File: config.mk
export PLATFORM = sky130hd
export DESIGN_NAME = xfer_count_unit
export DESIGN_NICKNAME = d
export VERILOG_FILES = /design/src/rtl/xcu_pkg.sv /design/src/rtl/xcu_counter.sv /design/src/rtl/xcu_enable_bank.sv /design/src/rtl/xfer_count_unit.sv
export SDC_FILE = /design/constraint.sdc
export NUM_CORES = 1
export LEC_CHECK = 0
export CAP_MARGIN = 10
export CORE_ASPECT_RATIO = 1.2
export CORE_MARGIN = 4
export CORE_UTILIZATION = 33
export CTS_BUF_LIST = sky130_fd_sc_hd__clkbuf_4 sky130_fd_sc_hd__clkbuf_8
export DETAILED_ROUTE_END_ITERATION = 10
export SLEW_MARGIN = 10
export SYNTH_ARGS = -nofsm -noshare
export SYNTH_HDL_FRONTEND = slang
export SYNTH_HIERARCHICAL = 1
export SYNTH_SLANG_ARGS = --single-unit
File: constraint.sdc
create_clock -name clk -period 3.75 [get_ports clk]
set_input_delay 0.375 -clock clk [delete_from_list [all_inputs] [get_ports clk]]
set_output_delay 0.375 -clock clk [all_outputs]
set_load 0.03 [all_outputs]
File: src/rtl/xcu_pkg.sv
package xcu_pkg;
  typedef enum logic [1:0] {
    MODE_NORMAL     = 2'd0,
    MODE_REPEAT     = 2'd1,
    MODE_BLOCK      = 2'd2,
    MODE_NORMAL_ALT = 2'd3
  } xfer_mode_e;

  localparam int ADR_CFG     = 0;
  localparam int ADR_CNTA    = 1;
  localparam int ADR_CNTB    = 2;
  localparam int ADR_EN_BASE = 8;
endpackage

File: src/rtl/xcu_counter.sv
module xcu_counter
  import xcu_pkg::*;
#(
  parameter int CNT_W = 16
) (
  input  logic             clk,
  input  logic             rst,
  input  xfer_mode_e       mode,
  input  logic             strobe,
  input  logic             wr_a,
  input  logic             wr_b,
  input  logic [CNT_W-1:0] wdata,
  output logic [CNT_W-1:0] cnt_a,
  output logic [CNT_W-1:0] cnt_b,
  output logic             blk_now,
  output logic             end_now
);
  localparam int HALF = CNT_W / 2;

  logic [CNT_W-1:0] a_q, b_q, a_nx, b_nx;
  logic [HALF-1:0]  a_lo, a_hi;
  logic             lo_wrap;

  assign a_lo    = a_q[HALF-1:0];
  assign a_hi    = a_q[CNT_W-1:HALF];
  assign lo_wrap = (a_lo == HALF'(1));

  always_comb begin
    a_nx    = a_q;
    b_nx    = b_q;
    blk_now = 1'b0;
    end_now = 1'b0;
    if (strobe) begin
      case (mode)
        MODE_REPEAT, MODE_BLOCK: begin
          blk_now = lo_wrap;
          a_nx    = {a_hi, (lo_wrap ? a_hi : a_lo - 1'b1)};
          if (mode == MODE_BLOCK && lo_wrap) begin
            b_nx    = b_q - 1'b1;
            end_now = (b_q == CNT_W'(1));
          end
        end
        default: begin
          a_nx    = a_q - 1'b1;
          end_now = (a_q == CNT_W'(1));
        end
      endcase
    end
  end

  always_ff @(posedge clk) begin
    if (rst) begin
      a_q <= '0;
      b_q <= '0;
    end else begin
      a_q <= wr_a ? wdata : a_nx;
      b_q <= wr_b ? wdata : b_nx;
    end
  end

  assign cnt_a = a_q;
  assign cnt_b = b_q;
endmodule

File: src/rtl/xcu_enable_bank.sv
module xcu_enable_bank #(
  parameter int EN_REGS = 7,
  parameter int EN_W    = 8,
  parameter int RIDX_W  = 3,
  parameter int BIT_W   = 3
) (
  input  logic                    clk,
  input  logic                    rst,
  input  logic                    wr,
  input  logic [RIDX_W-1:0]       wr_idx,
  input  logic [EN_W-1:0]         wr_data,
  input  logic                    clr,
  input  logic [RIDX_W-1:0]       clr_reg,
  input  logic [BIT_W-1:0]        clr_bit,
  output logic [EN_REGS*EN_W-1:0] bits
);
  for (genvar k = 0; k < EN_REGS; k++) begin : g_reg
    logic [EN_W-1:0] r_q;
    always_ff @(posedge clk) begin
      if (rst) begin
        r_q <= '0;
      end else if (wr && wr_idx == RIDX_W'(k)) begin
        r_q <= wr_data;
      end else if (clr && clr_reg == RIDX_W'(k)) begin
        r_q[clr_bit] <= 1'b0;
      end
    end
    assign bits[k*EN_W +: EN_W] = r_q;
  end
endmodule

File: src/rtl/xfer_count_unit.sv
module xfer_count_unit
  import xcu_pkg::*;
#(
  parameter int CNT_W   = 16,
  parameter int ADDR_W  = 4,
  parameter int EN_REGS = 7,
  parameter int EN_W    = 8,
  parameter int NSRC    = EN_REGS * EN_W,
  parameter int RIDX_W  = (EN_REGS > 1) ? $clog2(EN_REGS) : 1,
  parameter int BIT_W   = $clog2(EN_W),
  parameter int SRC_W   = RIDX_W + BIT_W
) (
  input  logic              clk,
  input  logic              rst,
  input  logic              bus_sel,
  input  logic              bus_we,
  input  logic [ADDR_W-1:0] bus_addr,
  input  logic [CNT_W-1:0]  bus_wdata,
  output logic [CNT_W-1:0]  bus_rdata,
  input  logic              xfer_strobe,
  input  logic [SRC_W-1:0]  xfer_src,
  output logic              xfer_end_o,
  output logic              blk_end_o,
  output logic              cpu_irq_o,
  output logic [NSRC-1:0]   act_en_o
);
  xfer_mode_e       mode_q;
  logic             dis_q;
  logic [CNT_W-1:0] cnt_a, cnt_b, rd_mux;
  logic             blk_now, end_now;
  logic             wr_cfg, wr_a, wr_b, wr_en, en_hit;
  logic [RIDX_W-1:0] en_idx, src_reg;
  logic [BIT_W-1:0]  src_bit;
  logic              src_ok, clr_now;
  int                en_off;

  assign en_off = int'(bus_addr) - ADR_EN_BASE;
  assign en_hit = (en_off >= 0) && (en_off < EN_REGS);
  assign en_idx = RIDX_W'(en_off);

  assign wr_cfg = bus_sel && bus_we && (int'(bus_addr) == ADR_CFG);
  assign wr_a   = bus_sel && bus_we && (int'(bus_addr) == ADR_CNTA);
  assign wr_b   = bus_sel && bus_we && (int'(bus_addr) == ADR_CNTB);
  assign wr_en  = bus_sel && bus_we && en_hit;

  assign src_reg = xfer_src[SRC_W-1:BIT_W];
  assign src_bit = xfer_src[BIT_W-1:0];
  assign src_ok  = (int'(src_reg) < EN_REGS);
  assign clr_now = xfer_strobe && src_ok && (dis_q || end_now);

  always_ff @(posedge clk) begin
    if (rst) begin
      mode_q <= MODE_NORMAL;
      dis_q  <= 1'b0;
    end else if (wr_cfg) begin
      mode_q <= xfer_mode_e'(bus_wdata[1:0]);
      dis_q  <= bus_wdata[2];
    end
  end

  xcu_counter #(.CNT_W(CNT_W)) u_cnt (
    .clk     (clk),
    .rst     (rst),
    .mode    (mode_q),
    .strobe  (xfer_strobe),
    .wr_a    (wr_a),
    .wr_b    (wr_b),
    .wdata   (bus_wdata),
    .cnt_a   (cnt_a),
    .cnt_b   (cnt_b),
    .blk_now (blk_now),
    .end_now (end_now)
  );

  xcu_enable_bank #(
    .EN_REGS (EN_REGS),
    .EN_W    (EN_W),
    .RIDX_W  (RIDX_W),
    .BIT_W   (BIT_W)
  ) u_en (
    .clk     (clk),
    .rst     (rst),
    .wr      (wr_en),
    .wr_idx  (en_idx),
    .wr_data (bus_wdata[EN_W-1:0]),
    .clr     (clr_now),
    .clr_reg (src_reg),
    .clr_bit (src_bit),
    .bits    (act_en_o)
  );

  always_comb begin
    rd_mux = '0;
    if (int'(bus_addr) == ADR_CFG)       rd_mux = CNT_W'({dis_q, mode_q});
    else if (int'(bus_addr) == ADR_CNTA) rd_mux = cnt_a;
    else if (int'(bus_addr) == ADR_CNTB) rd_mux = cnt_b;
    else if (en_hit)                     rd_mux = CNT_W'(act_en_o[en_idx*EN_W +: EN_W]);
  end

  always_ff @(posedge clk) begin
    if (rst) begin
      bus_rdata  <= '0;
      xfer_end_o <= 1'b0;
      blk_end_o  <= 1'b0;
      cpu_irq_o  <= 1'b0;
    end else begin
      bus_rdata  <= (bus_sel && !bus_we) ? rd_mux : '0;
      xfer_end_o <= end_now;
      blk_end_o  <= blk_now;
      cpu_irq_o  <= clr_now;
    end
  end
endmodule

* Word level (Yosys, flattened, before mapping)
Index checks and enable logic that the tools add are counted.
Storage, ports and cells: input port bits 31, logic and storage cells 136, bits in read-only memories 0, memory bits (writable) 0, bits in registers 110, output and inout bits 75, memories kept 0, bits in latches 0
Operators by class: add/subtract/negate cells 4, multiply operators 0, order comparisons 5, div/mod/pow operators 0, shift operators 1, bitwise logic cells 11, multiplexer cells 31, eq/ne operators 20, reduce and logical (&&, ||, !) cells 47
Operator list (count):
- two-way mux 16 bit | 9
- two-way mux 8 bit | 16
- AND 8 bit | 7
- indexed part select 56 x 7 -> 8 bit | 1
- equality test 16 x 1 -> 1 bit, second input constant | 2
- subtractor 16 x 1 -> 16 bit, second input constant | 2
- logical AND 1 bit | 25
- nonzero test 2 bit | 11
- equality test 3 bit, second input constant | 6
- equality test 3 x 2 -> 1 bit, second input constant | 4
- equality test 8 x 1 -> 1 bit, second input constant | 1
- inverter 8 bit | 1
- subtractor 8 x 1 -> 8 bit, second input constant | 1
- equality test 3 x 1 -> 1 bit, second input constant | 2
- logical NOT 3 bit | 2
- OR reduction 3 bit | 2
- greater-or-equal comparator 5 x 1 -> 1 bit, second input constant | 1
- less-than comparator 5 x 4 -> 1 bit, second input constant | 1
- subtractor 4 x 4 -> 5 bit, second input constant | 1
- equality test 4 x 2 -> 1 bit, second input constant | 1
- equality test 4 x 3 -> 1 bit, second input constant | 1
- logical NOT 4 bit | 1
- less-than comparator 3 x 4 -> 1 bit, second input constant | 1
- two-way mux 1 bit | 4
- 13 further kinds | 16

* Depth between registers and ports, before layout
word-level depth 10, depth in mapped cells 14, gate-level depth less buffers 11

* Hierarchy
The synthesis kept the hierarchy.
Modules (own cells, without submodules):
- xcu_enable_bank | area an instance 2501.1 um^2, cells an instance 282, seq. area each 1121.1 um^2, instances 1
- xcu_counter | area an instance 2147.1 um^2, cells an instance 267, seq. area each 640.6 um^2, instances 1
- xfer_count_unit | area an instance 1386.3 um^2, cells an instance 136, seq. area each 440.4 um^2, instances 1

* Worst setup path after synthesis
OpenSTA, ideal clock, no wires.
path kind reg2reg, start reg mode_q[0], end reg u_en.g_reg[0].r_q[7], arrival 2879 ps, slack 738 ps, cell stages (with the launch flop) 15, path buffers 3, required time 3618 ps, setup time 132 ps, cells stage by stage dfxtp_1 > inv_1 > ha_1 > clkbuf_1 > nor2b_1 > nand2_1 > o32a_1 > nor2_1 > o21ai_0 > a31oi_1 > buf_6 > or4b_1 > buf_6 > o211ai_2 > a21oi_1
On the way: word-level cells in the longest chain between the ends 9, elaborated cells between the ends (all ways) 11
Ends and longest elaborated chain:
- start, declared | RTL line xfer_count_unit.sv:27 | xfer_mode_e mode_q;
- start signal, assigned | RTL line xfer_count_unit.sv:56 | mode_q <= xfer_mode_e'(bus_wdata[1:0]);
- equality test 2 bit | RTL line xcu_counter.sv:34, xcu_counter.sv:38
- logical AND 1 bit | RTL line xcu_counter.sv:38 | if (mode == MODE_BLOCK && lo_wrap) begin
- two-way mux 1 bit | RTL line xcu_counter.sv:38
- two-way mux 1 bit * | RTL line xcu_counter.sv:34 | case (mode)
- two-way mux 1 bit * | RTL line xcu_counter.sv:33 | if (strobe) begin
- net end_now | RTL line xfer_count_unit.sv:30 | logic blk_now, end_now;
- logical OR 1 bit * | RTL line xfer_count_unit.sv:49 | assign clr_now = xfer_strobe && src_ok && (dis_q || end_now);
- logical AND 1 bit * | RTL line xfer_count_unit.sv:49
- net clr_now | RTL line xfer_count_unit.sv:34 | logic src_ok, clr_now;
- logical AND 1 bit * | RTL line xcu_enable_bank.sv:24 | end else if (clr && clr_reg == RIDX_W'(k)) begin
- nonzero test 2 bit (no line) *
- end signal, assigned | RTL line xcu_enable_bank.sv:23 | r_q <= wr_data;
- end, declared | RTL line xcu_enable_bank.sv:18 | logic [EN_W-1:0] r_q;
The timed path passes the listed nets; every way through them passes the cells marked *. A chain may end at the register's enable or synchronous reset.

* Worst setup path in the final report
Ends and elaborated chain as after synthesis.

==> run metrics <==
final hold vios=0; Post-route DRC=0; mean number of vias per cell=6.13; crit-path max cell delay=0.68 ns; CP Class=flip-flop to flip-flop; cts bufs inserted=9; Min-Delay Path Class=input port to flip-flop; Hold Path End=blk_end_o; grt total ovfl=0; CP dominant cell by count=buf_4; first-pass GRT wire length=34.5 mm; final antenna diode count=0; Post-synth ARST share=0%; full die area=20500 um2; most frequent cell after synthesis=dfxtp_1; Worst R2R Path Depth=13; clock sink count=between 100 and 150; Most used DFF post-synth=dfxtp_1; CP max-delay cell=or4b_1; H-tree depth=3; EDFF count, synth=0; WP buf/inv=3; CP max FO=9; Worst EP required=~4 ns; WL final=22.3 mm; Cells after Synth=685; CP Cell Sequence=inv_1 -> ha_1 -> nor2b_1 -> buf_4 -> nand2_1 -> o32a_1 -> nor2_1 -> o21ai_0 -> a31oi_1 -> buf_4 -> or4b_1 -> o211ai_2 -> a21oi_1; synthesis-to-layout area growth=23.0%; vias in the first global route=5957; CTS max path bufs=2; r2r startpoint=mode_q[0]; routed vias=6058; fmax=0.303 GHz; number of synthesis warnings=6; total negative slack=0 ns; Placement Setup Slack=0.486 ns; status=finished, final reports clean; TritonCTS clock tree=yes; Die Height=156 um; antenna violations before repair=0; largest net degree at the start of global routing=84; Tcrit/Tclk final=87.9%; worst-skew pair later-pin latency=around 0.41 ns; Max Used Layer=met4; Synth area leader=dfxtp_1; Rows=53; hold_sp=rst; count of cell types in the netlist=73; Final setup viols=0; Avg Cell Area, Syn=around 9 um2; hold path cells=2; # resized after CTS=0; hpwl dp=16.4 mm; synthesized net count=721; core region area=17800 um2; Starting Density=34.0%; PwrDens=334 nW/um2; max-slew violations=0; R2R setup slack=around 0.45 ns; Metal-1 WL=9.08 mm; leakage power=0.00239 uW; clock slew at reported path FFs=0.12 ns; startpoint types=flip-flop; peak supply drop=0.000147 V; Slew HR=28.9%; Crit. End Element=flip-flop; Final WS setup=0.453 ns; Post-DRT Antenna Nets=0; Setup Buffers After CTS=0; number of I/O pins=106; IO Port Bufs=105; Setup Skew=about 0.022 ns; unrepaired setup endpoints after global routing=no; Post-Syn Area=just over 6000 um2; CP top delay family=simple AND/OR/NAND/NOR gates; Met3 Wirelength=~1.4 mm; register area share after synthesis=a little over a third; worst endpoint data arrival time=3.55 ns; drt wl/cell=22.6 um; Die W=131 um; 1st-iter DRT viols=slightly below 600; hold_buf cts=0; gr usage total=roughly a fifth; met2 WL=11.2 mm; register bit total from synthesis=110; drt first pass iters=6; Final nets=799; worst-margin pin slew=1.05 ns; gpl congestion=0.924; minimum period implied by the final worst setup slack=3.30 ns; Commonest cells post-synth=dfxtp_1, a21oi_1, nand2_1, nor2_1, o211ai_1; Max Cap Viol=0; Worst R2R End=u_en/g_reg[0].r_q[7]; top cells by area, synth=dfxtp_1, o211ai_1, a21oi_1, nand2_1, nor2_1; layout cells sized above 1=9.77%; top-area cell type share of the netlist area=36.5%; root buffer cell=clkbuf_8
cells in the final DEF (no fill, tap or decap), types with 7 or more instances in the layout:
cell | synthesis | routed
nand3b_1 | 7 | 7
o31ai_1 | 8 | 8
a22oi_1 | 17 | 17
nand4b_1 | 7 | 7
o211ai_2 | 8 | 8
inv_1 | 17 | 17
a221oi_1 | 7 | 7
clkdlybuf4s50_1 | 0 | 103
clkbuf_8 | 0 | 9
o211ai_1 | 49 | 49
dfxtp_1 | 110 | 110
a211oi_1 | 7 | 7
nor2_1 | 51 | 51
or3_1 | 11 | 11
or4_1 | 8 | 8
mux4_2 | 7 | 7
mux2_2 | 7 | 7
o32ai_1 | 10 | 10
nor2b_1 | 8 | 8
a21oi_1 | 72 | 72
nand2_1 | 66 | 66
nand4_1 | 11 | 11
a21o_1 | 7 | 7
a311oi_1 | 11 | 11
nor4_1 | 9 | 9
buf_4 | 3 | 19
state kept, by name, indices dropped and copies added (netlist names):
signal and count:
mode_q 2, cpu_irq_o 1, blk_end_o 1, dis_q 1
xfer_end_o 1, u_cnt/cnt_a 16, u_en/g.r_q 56, u_cnt/cnt_b 16
bus_rdata 16
layout make-up:
type / count / area (um2)
clock inverters: 7 / 86.3
fillers: 1776 / 10300
clock buffers: 9 / 124
repair buffers: 124 / 1180
well taps: 220 / 275
inverters: 17 / 63.8
multi-input cells: 501 / 3490
flip-flops and latches: 110 / 2200
kinds of logic after synthesis:
logic type | synth area share (%)
xor+xnor | 1.16
buf+inv | 5.78
fa+ha+maj | 1.04
simple gates | 23.7
flops | 36.5
compound gates | 26.5
mux | 5.35
worst max path at each step:
stage,startpoint,end,slack [ns],cells past startpoint
global placement,mode_q[0],u_en/g_reg[0].r_q[7],0.57,13
floorplan,mode_q[0],u_en/g_reg[0].r_q[7],0.74,14
detailed placement,mode_q[0],u_en/g_reg[0].r_q[7],0.49,13
global route,mode_q[0],u_en/g_reg[0].r_q[7],0.26,13
finish,mode_q[0],u_en/g_reg[0].r_q[7],0.45,13
CTS,mode_q[0],u_en/g_reg[0].r_q[7],0.45,13
layer usage:
| metal | vias to the layer above | GRT usage [%] |
|---|---|---|
| li1 | 2780 | - |
| met1 | 2933 | 25.8 |
| met2 | 292 | 38.1 |
| met3 | 53 | 3.19 |
| met4 | 0 | 8.20 |
| met5 | - | 0 |
metrics by stage:
stage	hold WS (ns)	std cells	utilization, %	cell area, um2	total power (uW)
after CTS	0.340	988	41.8	7420	2500
final	0.353	988	41.8	7420	2480
after floorplan	0.444	685	-	6030	1560
after global routing	0.358	988	41.8	7420	2590
after global placement	0.485	972	40.6	7210	1720
after detailed placement	0.481	972	40.6	7210	1720
worst reg2reg max path: stages (launching register included):
cell      delay [ns]
dfxtp_1         0.36
inv_1           0.05
ha_1            0.40
nor2b_1         0.15
buf_4           0.16
nand2_1         0.06
o32a_1          0.34
nor2_1          0.14
o21ai_0         0.14
a31oi_1         0.16
buf_4           0.17
or4b_1          0.68
o211ai_2        0.24
a21oi_1         0.09
where the power goes:
| part | internal (uW) | switching, uW |
|---|---|---|
| clock network | 273 | 504 |
| logic | 177 | 255 |
| registers | 1200 | 68.7 |
| total | 1650 | 827 |
Power figures use the tool's default switching activity.
